File: config.mk
export PLATFORM = sky130hd
export DESIGN_NAME = fp_cmp_cc
export DESIGN_NICKNAME = d
export VERILOG_FILES = /design/src/rtl/fp_cmp_cc.sv
export SDC_FILE = /design/constraint.sdc
export NUM_CORES = 1
export LEC_CHECK = 0
export CAP_MARGIN = 20
export CELL_PAD_IN_SITES_DETAIL_PLACEMENT = 2
export CELL_PAD_IN_SITES_GLOBAL_PLACEMENT = 2
export CORE_ASPECT_RATIO = 0.6
export CORE_MARGIN = 2
export CORE_UTILIZATION = 29
export DETAILED_ROUTE_END_ITERATION = 12
export DONT_BUFFER_PORTS = 1
export PLACE_DENSITY_LB_ADDON = 0.1
export SETUP_SLACK_MARGIN = 0.2
export SLEW_MARGIN = 25
export SYNTH_ARGS = -nofsm -noshare
export SYNTH_HDL_FRONTEND = slang
export SYNTH_SLANG_ARGS = --single-unit
export TNS_END_PERCENT = 10
File: constraint.sdc
create_clock -name clk -period 0.8 [get_ports clk]
set_input_delay 0.08 -clock clk [delete_from_list [all_inputs] [get_ports clk]]
set_output_delay 0.08 -clock clk [all_outputs]
set_load 0.01 [all_outputs]
File: src/rtl/fp_cmp_cc.sv
module fp_cmp_cc (
  input  logic        clk,
  input  logic        rst_n,
  input  logic        valid_i,
  input  logic [31:0] src_i,
  input  logic [31:0] dst_i,
  output logic        done_o,
  output logic [3:0]  cc_o,
  output logic [7:0]  exc_o
);
  localparam int EW = 8;
  localparam int FW = 23;

  logic s_nan, d_nan, s_snan, d_snan, s_zero, d_zero, s_ninf, d_ninf;
  logic any_nan, any_snan, same, mag_lt, mag_gt, d_less;
  logic [3:0] cc_n;

  assign s_nan  = (&src_i[30:FW]) && (|src_i[FW-1:0]);
  assign d_nan  = (&dst_i[30:FW]) && (|dst_i[FW-1:0]);
  assign s_snan = s_nan && !src_i[FW-1];
  assign d_snan = d_nan && !dst_i[FW-1];
  assign s_zero = ~|src_i[30:0];
  assign d_zero = ~|dst_i[30:0];
  assign s_ninf = src_i[31] && (&src_i[30:FW]) && ~|src_i[FW-1:0];
  assign d_ninf = dst_i[31] && (&dst_i[30:FW]) && ~|dst_i[FW-1:0];

  assign any_nan  = s_nan || d_nan;
  assign any_snan = s_snan || d_snan;
  assign same     = (s_zero && d_zero) || (src_i == dst_i);
  assign mag_lt   = dst_i[30:0] < src_i[30:0];
  assign mag_gt   = dst_i[30:0] > src_i[30:0];

  always_comb begin
    if (same)                      d_less = 1'b0;
    else if (dst_i[31] != src_i[31]) d_less = dst_i[31];
    else if (dst_i[31])            d_less = mag_gt;
    else                           d_less = mag_lt;
  end

  assign cc_n = any_nan ? 4'b0001
                        : {d_less || (s_ninf && d_ninf), same, 1'b0, 1'b0};

  always_ff @(posedge clk or negedge rst_n) begin
    if (!rst_n) begin
      done_o <= 1'b0;
      cc_o   <= '0;
      exc_o  <= '0;
    end else begin
      done_o <= valid_i;
      if (valid_i) begin
        cc_o  <= cc_n;
        exc_o <= {1'b0, any_snan, {(EW-2){1'b0}}};
      end
    end
  end
endmodule

After elaboration in Yosys (flattened, before gate mapping) --
Index checks and enable logic that the tools add are counted. W data, S select, Z words.
Operators by class: $add $sub $neg 0, $mul 0, divide/modulo/power cells 0, order comparisons 2, equality and inequality tests 2, shift-type cells 0, mux-type cells 4, bitwise logic cells 0, reduce and logical (&&, ||, !) cells 26
Operators by type and width (count):
- $reduce_or A31 Y1 | 2
- $reduce_or A23 Y1 | 2
- $eq A32 B32 Y1 | 1
- $gt A31 B31 Y1 | 1
- $lt A31 B31 Y1 | 1
- $reduce_and A8 Y1 | 2
- $logic_and A1 B1 Y1 | 10
- $logic_not A1 Y1 | 6
- $logic_or A1 B1 Y1 | 4
- $mux W4 | 1
- $mux W1 | 3
- $ne A1 B1 Y1 | 1
Word-level totals: bits in registers 6, latch bits 0, bits in writable memories 0, memory bits (read-only) 0, output and inout port bits 13, memories kept 0

Logic depth before layout (Yosys ltp) --
Gate-level depths: netlist of run 1.
word-level depth 7, gate-level depth with buffers 8, gate-level depth less buffers 8

Least setup slack after synthesis of run 1 --
No wires, ideal clock.
path type input to register, from input port src_i[25], to register cc_o[3], arrival time 1411 ps, slack -707 ps, cell stages on the path 8, cells stage by stage inv_1 -> ha_1 -> a21o_1 -> a2111oi_0 -> o21ai_0 -> a21oi_1 -> a21oi_1 -> o31ai_1
On the way: longest elaborated chain between the ends 7, elaborated cells on any way between the ends 18
RTL lines:
- start: declaration | line 5 | input logic [31:0] src_i,
- branches (longest 6 deep; another with $lt A31 B31 Y1)
- $mux W4 * | line 40 | assign cc_n = any_nan ? 4'b0001
- end signal: assignment | line 51 | cc_o <= cc_n;
- end: declaration | line 8 | output logic [3:0] cc_o,
Mark *: on every way between the ends. A chain may end at the register's enable or synchronous reset.

Worst setup path after layout of run 1 --
from input port src_i[5], to register cc_o[3]
Same word-level chain as after synthesis.

==> out/qor.csv, run 1 <==
metric,value,unit
worst-margin pin slew,0.5963,ns
Crit Path Class,input port to flop,
row cnt,18,
RSZ-0062 raised after global routing,true,
Crit path buffers/inverters,2,
Synth-to-Final Area Change,31.26,%
sequential-to-total area share from yosys stat,0.09737,
startpoint types,input port,
die extent in x,89.94,um
Die ar.,0.004997,mm2
Nets,291,
wire length on met3,354,um
vias in the first global route,1513,
clk_skew,0,ns
clock tree buffer depth,2,
Routed met2 length,2.029,mm
CTS H-Tree Depth,1,
Seq cells post-synth,5,
number of antenna violations at the first check in global routing,0,
Combinational Power Share,0.445,
post-route cell area,0.001687,mm2
crit path DAT,1.64,ns
CTS tree,yes,
maxcap violations,0,
Netlist cell types,36,
Post-synth top flop,dfrtp_1,
global-route wire length before repair,7.803,mm
Slowest cell on crit path,o31a_1,
Clk pwr share,0.345,
largest net degree at the start of global routing,6,
Critical Path Max Stage Delay,0.33,ns
Placed Instances,244,
outcome,"complete, but fails checks",
worst slack at placement,-1.082,ns
CP endpoint kind,flop,
max-slew violation count,0,
core area,0.004189,mm2
Initial Utilization,0.3068,
WL final,5.009,mm
Max Fclk,0.6582,GHz
CP cell instances,"inv_1, ha_1, nand4_1, a21oi_1, o31a_1, buf_4, o41ai_4, a21oi_2, o31ai_2",
gr usage total,0.1957,
share of power burned in registers,0.210,
Yosys warning total,0,
minimum clock period,1.519,ns
DR WL/cell,19.88,um
failing checks,setup timing,
WL met1,2.590,mm
IO Pins,80,
internal power,909.7,uW
CP top delay family,compound AO/OA/AOI/OAI gates,
first-pass iteration count of the detailed router,4,
# DRC,0,
Crit Path Max Fanout,2,
final setup margin,-0.7193,ns
Syn Std Cell Area,0.001285,mm2
Max-slew headroom,0.5989,
n_diodes,0,
Vias,1369,
Hold Crit Class,input port to flop,
Net Sw Power,453.8,uW
leakage,0.0007809,uW
Sink Count,5,
overflow left after global routing,0,
CTS buffer count,3,
Via density,5.433,
Non-Filler Instances,252,
layout cell share with drive strength beyond 1,0.2135,
Final GP Congestion,0.8400,
CP required,0.93,ns
port buffer count,0,
Sum Neg Setup Slack,-2.237,ns
R2R Setup Slk,-0.02,ns
Post-synth EDFFs,0,
Placed Area,0.001455,mm2
Worst VDD drop,955.6,uV
switch share,0.3328,
CTS Root Cell,clkbuf_8,
Final Cycle Share,1.899,
initial drt markers,39,
post-synthesis cell count,170,
Detailed Place HPWL,4.399,mm
Die Span Y,55.56,um
Post-Syn Area per Cell,7.559,um2
Clock transition at path regs,0.04,ns
Top Metal Used,met4,
Clock Latency Late Sink,0.22,ns
setup violators final,8,
PwrDens,808.5,mW/mm2
Final ANT Viol Nets,0,
async set or reset register ratio after synthesis,1.000,
final hold violation count,0,
routing by layer:
| layer | up-vias | global-route usage |
|---|---|---|
| met3 | 4 | 0.05048 |
| met2 | 56 | 0.2814 |
| li1 | 662 | - |
| met5 | - | 0 |
| met4 | 0 | 0.03297 |
| met1 | 647 | 0.2947 |
layout make-up:
| class | count | area [um2] |
|---|---|---|
| Multi-Input combinational cell | 131 | 1152 |
| Timing Repair Buffer | 19 | 165.2 |
| Sequential cell | 5 | 125.1 |
| Tap cell | 60 | 75.07 |
| Clock buffer | 4 | 45.04 |
| Inverter | 33 | 123.9 |
| Fill cell | 495 | 2502 |
registers in the layout (all words and copies together) (netlist names):
| name | cells |
|---|---|
| cc_o | 3 |
| exc_o | 1 |
| done_o | 1 |
per-stage QoR:
stage | hold slack [ns] | power (uW) | utilization
2_1_floorplan | -0.2156 | 670.0 | -
3_3_place_gp | -0.2154 | 766.1 | 0.3474
3_5_place_dp | -0.2155 | 805.9 | 0.3474
4_1_cts | 0.07631 | 1347 | 0.3817
5_1_grt | 0.08482 | 1489 | 0.4026
6_report | 0.08124 | 1364 | 0.4026
synthesized netlist by cell type (all sizes together) (2+ instances only):
| master | instances | area [um2] |
|---|---|---|
| nand2 | 8 | 30.03 |
| o21a | 2 | 15.01 |
| inv | 33 | 123.9 |
| buf | 8 | 60.06 |
| nor4 | 15 | 112.6 |
| o21ai | 6 | 30.03 |
| nand3 | 6 | 30.03 |
| ha | 31 | 387.9 |
| dfrtp | 5 | 125.1 |
| nor3 | 3 | 15.01 |
| nand4 | 12 | 75.07 |
| and4 | 3 | 26.28 |
| a21oi | 11 | 55.05 |
| a21o | 2 | 15.01 |
| nor2 | 5 | 18.77 |
cell families after synthesis:
group	synth area share
and+or+nand+nor	0.2707
buffers and inverters	0.1431
adders and majority gates	0.3018
xor gates and xnor gates	0.006817
DFF	0.09737
other	0.002918
AOI/OAI and AO/OA	0.1772
final timing paths:
check / from / to / depth (start not counted)
min in group asynchronous: rst_n / exc_o[6] / 1
worst min-delay path: valid_i / exc_o[6] / 2
worst min register to register: cc_o[0] / cc_o[0] / 1
worst max register to register: cc_o[3] / cc_o[3] / 3
max in group asynchronous: rst_n / done_o / 1
worst max-delay path: src_i[5] / cc_o[3] / 9
placed cells by master (no fill, tap or decap), drive strengths merged, types with 2 or more instances in the layout:
cell type / netlist / routed
conb: 1 / 8
a21oi: 11 / 11
o21ai: 6 / 6
nand2: 8 / 8
clkbuf: 0 / 4
o21a: 2 / 2
nor2: 5 / 5
a21o: 2 / 2
nand4: 12 / 12
ha: 31 / 31
buf: 8 / 17
nor3: 3 / 3
dfrtp: 5 / 5
nor4: 15 / 15
inv: 33 / 33
and4: 3 / 3
nand3: 6 / 6
power groups by stage:
stage / Sequential [uW] / Clock (uW) / Combinational (uW)
after detailed placement: 287 / 0 / 519
after floorplan: 290 / 0 / 380
after global placement: 286 / 0 / 480
after global routing: 290 / 510 / 689
after CTS: 287 / 490 / 570
final: 287 / 470 / 607
repair_timing:
item	4_1_cts	5_1_grt
hold endpoints to repair	9	0
hold buffers	2	0
cloned	0	0
setup endpoints to repair	9	10
setup buffers	0	2
pin swaps	2	6
gates resized for setup	15	9
No activity file was read; power rests on OpenSTA's default activity.
==> run 2: changes to the inputs <==
--- a/config.mk
+++ b/config.mk
@@ -13,8 +13,10 @@
 export CORE_UTILIZATION = 29
 export DETAILED_ROUTE_END_ITERATION = 12
 export DONT_BUFFER_PORTS = 1
+export GPL_TIMING_DRIVEN = 0
 export PLACE_DENSITY_LB_ADDON = 0.1
 export SETUP_SLACK_MARGIN = 0.2
+export SKIP_LAST_GASP = 1
 export SLEW_MARGIN = 25
 export SYNTH_ARGS = -nofsm -noshare
 export SYNTH_HDL_FRONTEND = slang
==> run 2 against run 1 <==
  * The flow still finishes with violations (setup timing)
  * Non-clock buffer count shrank 7
  * Clock power down 2%
  * Highest routed layer unchanged
  * Flip-flop and latch count is the same
  * Critical path depth down 4
  * Clock skew did not move
  * Routed wire length is 0.80% higher
  * Clock-buffer cell count stayed put
  * Register-to-register slack got worse by 0.04 ns
  * Largest cell class unchanged
  * First-iteration DRC count is 49% higher
  * Via count fell by 1.4%
==> out/qor.csv, run 2 (same netlist as run 1, synthesis figures left out) <==
metric,value,unit,change
outcome,"complete, but fails checks",,
failing checks,setup timing,,
maxcap violations,0,,unchanged
max-slew violation count,0,,unchanged
Clock Latency Late Sink,0.22,ns,about the same
Final Cycle Share,1.822,,-0.07687
CP required,0.91,ns,-0.02 ns
Max Fclk,0.6860,GHz,+4.2%
Initial Utilization,0.3068,,unchanged
biggest regs,"cc_o (3), done_o (1), exc_o (1)",,
port buffer count,0,,unchanged
minimum clock period,1.458,ns,-0.06150 ns
row cnt,18,,unchanged
WL final,5.049,mm,+0.80%
Crit Path Class,input port to flop,,
CTS tree,yes,,
Largest Register,cc_o,,
Detailed Place HPWL,4.276,mm,-2.8%
n_diodes,0,,unchanged
core area,0.004189,mm2,unchanged
final setup margin,-0.6578,ns,+0.06150 ns
CP endpoint kind,flop,,
clk_skew,0,ns,unchanged
# DRC,0,,unchanged
worst slack at placement,-1.110,ns,-0.02795 ns
Vias,1350,,-1.4%
fin util,0.4200,,+0.01732
RSZ-0062 raised after global routing,true,,
Final ANT Viol Nets,0,,unchanged
first-pass iteration count of the detailed router,4,,unchanged
DR WL/cell,20.61,um,+3.7%
CTS buffer count,3,,unchanged
overflow left after global routing,0,,unchanged
hold depth,1,,-1
max reg flops,3,,unchanged
gr usage total,0.1991,,+0.003330
Crit Path Max Fanout,2,,unchanged
Worst VDD drop,721.5,uV,-24%
Via density,5.510,,+1.4%
final hold violation count,0,,unchanged
crit path DAT,1.57,ns,-0.07 ns
initial drt markers,58,,+49%
Die Span Y,55.56,um,unchanged
cells on worst reg2reg path,3,,unchanged
Synth-to-Final Area Change,36.90,%,
PwrDens,804.8,mW/mm2,-0.45%
Final GP Congestion,0.7906,,-5.9%
clock tree buffer depth,2,,unchanged
largest net degree at the start of global routing,6,,unchanged
"commonest non-fill, non-tap cell in the layout",inv_1,,
IO Pins,80,,unchanged
vias in the first global route,1570,,+3.8%
number of antenna violations at the first check in global routing,0,,unchanged
layout cell share with drive strength beyond 1,0.2919,,+0.07835
startpoint types,input port,,
global-route wire length before repair,8.004,mm,+2.6%
die extent in x,89.94,um,unchanged
CTS H-Tree Depth,1,,unchanged
Nets,284,,-2.4%
Sink Count,5,,unchanged
setup violators final,4,,-4
CTS Root Cell,clkbuf_8,,
Clock transition at path regs,0.04,ns,about the same
Hold Crit Class,input port to flop,,
Die ar.,0.004997,mm2,unchanged
leakage,0.0007384,uW,-5.4%
"commonest cells after routing, fill and taps aside","inv_1 (27), ha_1 (19), nand4_1 (12)",,
## run 2: path summary, 6_finish.rpt
check	start	to	slack, ns
worst max-delay path	src_i[16]	cc_o[3]	-0.66
worst min-delay path	valid_i	cc_o[0]	0.01
worst max register to register	cc_o[3]	cc_o[3]	-0.06
worst min register to register	cc_o[0]	cc_o[0]	0.58
max in group asynchronous	rst_n	cc_o[2]	0.47
min in group asynchronous	rst_n	done_o	0.15
## run 2: stage by stage
stage	cells	cell area, um2	TNS, ns	hold slack, ns	total power [uW]
2_1_floorplan	177	1328	-1.708	-0.2156	670.0
3_3_place_gp	237	1403	-3.675	-0.2155	751.3
3_5_place_dp	237	1403	-3.582	-0.2155	792.1
4_1_cts	245	1640	-1.689	0.006448	1357
5_1_grt	245	1759	-2.075	0.01244	1556
6_report	245	1759	-1.753	0.01004	1416
## run 2: per-layer routing
layer  global-route usage  vias up  part of all wire
met4              0.03516        0            0.0032
li1                     -      651                 -
met3              0.05457        2             0.079
met5                    0        -                 0
met1               0.2852      646              0.50
met2               0.3019       51              0.42
## run 2: area by class of cell
cell class                 count  area (um2)
timing repair buffer           4       35.03
clock buffer                   4       45.04
tap                           60       75.07
buffer                         8       60.06
sequential                     5       125.1
multi-input combinational    131        1280
inverter                      33       138.9
fill                         484        2430
## run 2: worst max-delay path: stages
cell	delay [ns]
nor4_4	0.32
nand4_1	0.17
or4_4	0.57
o32a_1	0.35
o31ai_2	0.08
## run 2: repair_timing
action | CTS | global route
buffers inserted | 2 | 0
resized for setup | 29 | 21
hold buffers | 2 | 0
endpoints found under the hold margin | 8 | 0
setup endpoints to repair | 9 | 9
pin swaps | 15 | 19
## run 2: report_power, final
group          internal (uW)  total [uW]  switching (uW)  leakage, uW
registers                271         293            21.3    0.0000626
logic                    335         661             326     0.000653
clock network            342         462             120    0.0000228
total                    948        1420             467     0.000738
